--- src/rtl/phy_irq_pkg.sv ---
package phy_irq_pkg;
    localparam int NUM_EVT = 8;
    localparam int REG_W   = 2 * NUM_EVT;

    // flag bit positions (the enables follow at +NUM_EVT)
    localparam int EV_ANEG  = 0;
    localparam int EV_RFLT  = 1;
    localparam int EV_LINK  = 2;
    localparam int EV_LPACK = 3;
    localparam int EV_PDF   = 4;
    localparam int EV_PAGE  = 5;
    localparam int EV_RXERR = 6;
    localparam int EV_JAB   = 7;

    typedef logic [NUM_EVT-1:0] evt_vec_t;

    typedef struct packed {
        logic rx_prev;
        logic link_prev;
    } qual_state_t;

    typedef struct packed {
        evt_vec_t flags;
        evt_vec_t enables;
        logic     irq;
    } bank_state_t;
endpackage

--- src/rtl/phy_evt_qualify.sv ---
module phy_evt_qualify
    import phy_irq_pkg::*;
(
    input  logic     clk,
    input  logic     rst_n,
    input  evt_vec_t raw,
    output evt_vec_t hit
);
    qual_state_t st_d, st_q;

    always_comb begin
        st_d.rx_prev   = raw[EV_RXERR];
        st_d.link_prev = raw[EV_LINK];
    end

    always_ff @(posedge clk or negedge rst_n) begin
        if (!rst_n) st_q <= '0;
        else        st_q <= st_d;
    end

    for (genvar i = 0; i < NUM_EVT; i++) begin : g_bit
        if (i == EV_RXERR) begin : g_rise
            assign hit[i] = raw[i] & ~st_q.rx_prev;
        end else if (i == EV_LINK) begin : g_toggle
            assign hit[i] = raw[i] ^ st_q.link_prev;
        end else begin : g_pulse
            assign hit[i] = raw[i];
        end
    end
endmodule

--- src/rtl/phy_flag_bank.sv ---
module phy_flag_bank
    import phy_irq_pkg::*;
(
    input  logic             clk,
    input  logic             rst_n,
    input  evt_vec_t         hit,
    input  logic             rd_clr,
    input  logic             wr_en,
    input  logic [REG_W-1:0] wr_data,
    output evt_vec_t         flags,
    output evt_vec_t         enables,
    output logic             irq
);
    bank_state_t st_d, st_q;
    logic        unused_wr_low;

    // low byte of the write word has no storage behind it
    assign unused_wr_low = ^wr_data[NUM_EVT-1:0];

    always_comb begin
        st_d = st_q;
        // clear first, then set: an event on a read edge survives
        if (rd_clr) st_d.flags = '0;
        st_d.flags = st_d.flags | hit;
        if (wr_en) st_d.enables = wr_data[REG_W-1:NUM_EVT];
        st_d.irq = |(st_d.flags & st_d.enables);
    end

    always_ff @(posedge clk or negedge rst_n) begin
        if (!rst_n) st_q <= '0;
        else        st_q <= st_d;
    end

    assign flags   = st_q.flags;
    assign enables = st_q.enables;
    assign irq     = st_q.irq;
endmodule

--- src/rtl/phy_irq_reg.sv ---
module phy_irq_reg
    import phy_irq_pkg::*;
(
    input  logic        clk,
    input  logic        rst_n,
    input  logic        ev_jabber,
    input  logic        rx_err,
    input  logic        ev_page_rx,
    input  logic        ev_pd_fault,
    input  logic        ev_lp_ack,
    input  logic        link_ok,
    input  logic        ev_rem_fault,
    input  logic        ev_an_done,
    input  logic        reg_rd,
    input  logic        reg_wr,
    input  logic [15:0] reg_wdata,
    output logic [15:0] reg_rdata,
    output logic        irq
);
    evt_vec_t raw, hit, flags, enables;

    always_comb begin
        raw           = '0;
        raw[EV_JAB]   = ev_jabber;
        raw[EV_RXERR] = rx_err;
        raw[EV_PAGE]  = ev_page_rx;
        raw[EV_PDF]   = ev_pd_fault;
        raw[EV_LPACK] = ev_lp_ack;
        raw[EV_LINK]  = link_ok;
        raw[EV_RFLT]  = ev_rem_fault;
        raw[EV_ANEG]  = ev_an_done;
    end

    phy_evt_qualify u_qual (
        .clk   (clk),
        .rst_n (rst_n),
        .raw   (raw),
        .hit   (hit)
    );

    phy_flag_bank u_bank (
        .clk     (clk),
        .rst_n   (rst_n),
        .hit     (hit),
        .rd_clr  (reg_rd),
        .wr_en   (reg_wr),
        .wr_data (reg_wdata),
        .flags   (flags),
        .enables (enables),
        .irq     (irq)
    );

    assign reg_rdata = {enables, flags};
endmodule

--- config.mk ---
export PLATFORM = sky130hd
export DESIGN_NAME = phy_irq_reg
export DESIGN_NICKNAME = d
export VERILOG_FILES = /design/src/rtl/phy_irq_pkg.sv /design/src/rtl/phy_evt_qualify.sv /design/src/rtl/phy_flag_bank.sv /design/src/rtl/phy_irq_reg.sv
export SDC_FILE = /design/constraint.sdc
export NUM_CORES = 1
export LEC_CHECK = 0
export CORE_MARGIN = 2
export CORE_UTILIZATION = 35
export CTS_CLUSTER_SIZE = 12
export DETAILED_ROUTE_END_ITERATION = 7
export HOLD_SLACK_MARGIN = 0.05
export PLACE_DENSITY = 0.76
export SLEW_MARGIN = 10
export SYNTH_ARGS = -nofsm -noshare
export SYNTH_HDL_FRONTEND = slang
export SYNTH_SLANG_ARGS = --single-unit
--- constraint.sdc ---
create_clock -name clk -period 1.7 [get_ports clk]
set_input_delay 0.17 -clock clk [delete_from_list [all_inputs] [get_ports clk]]
set_output_delay 0.17 -clock clk [all_outputs]
set_load 0.05 [all_outputs]
Word level (Yosys, flattened, before mapping) --
Index checks and enable logic that the tools add are counted.
Operators by class: mux-type cells 2, reductions and logical operators 1, bitwise operators 5
Operator list (number):
- $mux 8 | 2
- $and 8x8->8 | 1
- $or 8x8->8 | 1
- $reduce_or 8->1 | 1
- $and 1x1->1 | 1
- $not 1->1 | 1
- $xor 1x1->1 | 1
Storage, ports and cells: bits of input ports 28, word-level logic and storage cells 13, flip-flop bits (word level) 19, output and inout bits 17

Longest topological paths before layout --
Gate-level depths: netlist of run 1.
word-level depth 5, mapped depth 5, depth with buffers taken out 4

Cells and area by module --
A second synthesis of run 1 with hierarchy kept.
Second synthesis, totals: cell total of the unflattened synthesis 63, area, all modules 848.3 sq um
Modules (own cells, without submodules):
- phy_flag_bank | area each 738.2 sq um, sequential area each 425.4 sq um, times used 1, cells each 53
- phy_evt_qualify | area each 110.1 sq um, sequential area each 50.0 sq um, times used 1, cells each 10

Least setup slack after synthesis of run 1 --
No wires, ideal clock.
path kind flip-flop to flip-flop, from register u_bank.st_q (netlist bit u_bank.enables[0]), to register u_bank.st_q (netlist bit u_bank.irq), clock period less this slack 1.558 ns, buffers on the path 0, slack 0.142 ns, stages on the path, launching flop included 5, library setup time 0.124 ns, arrival time 1.434 ns, required time 1.576 ns, cell sequence dfrtp_1 mux2_4 o21a_1 a221o_1 a211o_1
RTL lines:
- start, declared | RTL line phy_flag_bank.sv:14 | bank_state_t st_d, st_q;
- start signal, assigned | RTL line phy_flag_bank.sv:31 | else st_q <= st_d;

Final worst setup path of run 1 --
from register u_bank.st_q (netlist bit u_bank.flags[6]), to output reg_rdata[6]
RTL lines:
- end, declared | RTL line phy_irq_reg.sv:17 | output logic [15:0] reg_rdata,
No word-level cell between the ends.

==> results.ini, run 1 <==
[outcome]
status = complete, no violations

[clock_tree]
tritoncts.num_buffers = 3
postCtsResizedCells = 0
post_cts_buffers = 0
cts.sinks = 19
clkTransAtPathRegs_ps = 100
clock-root-buffer = clkbuf_4
clockBufferDepth = 2
cts_tree = done
clkLatencyLatePin_ps = 280
htreeDepth = 1
holdBufCountCts = 0

[global_routing]
use_met1 = 0.2028
grt_busiest_layer = met2
gr-usage-met3 = 0.03030
grt_max_degree = 20
grt_pass1_wl_um = 2815
grtUsageTotal = 0.1527
use_met2 = 0.2467
grt_pass1_vias = 613
gr-total-overflow = 0
antenna_found_initial = 0

[route]
drt_pass1_iterations = 4
antenna_left = 0
via_count = 569
drc_errors = 0
wl_per_cell_um = 13.41
vias_per_cell = 4.626
drt_iter0_drc = 4
wl_um = 1650

[synth]
synth_cell_types = 15
synth_fa_ha_area_frac = 0
syn_avg_cell_area_um2 = 14.20
synth_top_family_by_area = multiplexers
ys_ff_latch = 19
syn-cell-area_um2 = 738.2
synthMuxAreaShare = 0.1271
syn-num-nets = 80
ys_warn_count = 0
yosysSeqAreaShare = 0.6441
yosys.area_share.xor_xnor = 0.01186
synth_compound_area_frac = 0.09492
synthSimpleGateAreaFrac = 0.1017
synthesis.instances = 52

[worst_setup_path]
slowest_delay_ps = 810
critPathArrivalTime_ps = 1470
path_class = reg -> out
crit_slowest_cell = clkdlybuf4s50_1
startpoint_type = register
worst-endpoint-required_ps = 1530
crit_chain = clkdlybuf4s50_1
cp_num_buf_inv = 1
end_kind = output pin
worstPathMaxFanout = 2
path_delay_family = buffers and inverters

[hold_path]
worstHoldPathType = in -> async

[sta]
hold_ws_ps = 202.9
hold_violations = 0
final.min_clock_period_ps = 1638
worst_slew_pin_slew_ps = 508.5
slew_viol_final = 0
fmax_mhz = 610.5
post-route-period-util = 0.9635
setup_viol = 0
rsz0062_at_grt = false
skew_ps = 0.3440
relSlewSlack = 0.6599

[pwr]
powerDensity_nw_per_um2 = 894.9
power.leakage_uw = 0.0004963
max-vdd-ir-drop_v = 0.0005546

[floorplanning]
die_x_um = 49.93
io_pins = 45
core-area_um2 = 1982
fp.dieH_um = 49.93
start_util = 0.3725
die_area_um2 = 2493
rows = 16

[placed_design]
io_buffers = 36
hpwl_um = 1302
gp_congestion = 0.7062
placed_cells = 119

[final_layout]
area_growth_pct = 60.51
register_area_um2 = 475.5
multi_input_area_um2 = 247.7
nets = 125
fillers = 164
drive_gt1_frac = 0.2292
antenna_cells = 0
stdcell_count = 123

[job]
drv_cap = 0

[layout by cell type (no fill, tap or decap), drive strengths merged, types with 3 or more instances in the layout]
master	synthesis	layout
a21o	3	3
nor2b	6	6
dfrtp	19	19
clkdlybuf4s50	0	36
or2	5	5
buf	1	5
o21ai	4	4
mux2	8	8
clkbuf	0	4
[cell families after synthesis]
family	Yosys count
simple gates	12
buf+inv	2
flops	19
mux	8
xor+xnor	1
compound gates	10
[state kept, by name, indices dropped and copies added (netlist names)]
| signal | count |
|---|---|
| u_bank.irq | 1 |
| u_bank.enables | 8 |
| u_bank.flags | 8 |
| u_qual.st_q | 2 |
[stage by stage]
| step | setup TNS (ps) | setup WS [ps] | total power [uW] | instance area [um^2] | util |
|---|---|---|---|---|---|
| after CTS | 0 | 48.97 | 1070 | 1185 | 0.5979 |
| after detailed placement | -130.3 | -130.3 | 853.9 | 1159 | 0.5846 |
| final | 0 | 62.01 | 1060 | 1185 | 0.5979 |
| after global routing | 0 | 1.200 | 1117 | 1185 | 0.5979 |
| after global placement | -110.3 | -110.3 | 846.4 | 1159 | 0.5846 |
| after floorplan | 0 | 142.3 | 703.5 | 738.2 | - |
[path summary, 6_finish.rpt]
path                                   end               from  cells past startpoint  slack, ps
max reg2reg                     u_bank.irq  u_bank.enables[0]                      4        310
max                           reg_rdata[6]    u_bank.flags[6]                      1         60
max in group asynchronous  u_bank.flags[5]              rst_n                      2       1300
min in group clk            u_qual.st_q[1]             rx_err                      1        340
min                         u_qual.st_q[0]              rst_n                      2        200
min reg2reg                u_bank.flags[3]    u_bank.flags[3]                      1        520
[power by group]
group | switching [uW] | total, uW | leakage (uW) | internal [uW]
Combinational | 192 | 336 | 0.000268 | 144
Clock | 126 | 217 | 0.0000150 | 91.0
Sequential | 18.9 | 508 | 0.000213 | 489
Total | 336 | 1060 | 0.000496 | 724
[cell type report]
type / instances / share of cell area
Sequential cell: 19 / 0.4013
Timing Repair Buffer: 41 / 0.3358
Multi-Input combinational cell: 31 / 0.2091
Tap cell: 27 / 0.02851
Clock buffer: 4 / 0.02218
Inverter: 1 / 0.003168
[routing by layer]
metal  vias to the layer above  wire length [um]
met2                        25               815
li1                        267                 -
met1                       277               755
met3                         0                79
met4                         0                 0
met5                         -                 0
[synthesized netlist by cell type]
library cell	n	area [um^2]
a211o_1	1	8.760
a21o_1	2	15.01
a21o_2	1	8.760
a221o_1	1	10.01
buf_6	1	11.26
dfrtp_1	19	475.5
inv_1	1	3.750
mux2_2	7	78.83
mux2_4	1	15.01
nand4_1	1	6.260
nor2b_1	6	37.54
o21a_1	1	7.510
o21ai_0	4	20.02
or2_2	5	31.28
xor2_1	1	8.760
Note: power is estimated with default switching activity, not from simulation.
==> run 2, diff against run 1 <==
CAP_MARGIN = 5   (was default)
==> results of run 2 <==
Same layout as run 1: the final DEF is identical, and so are final timing and power.
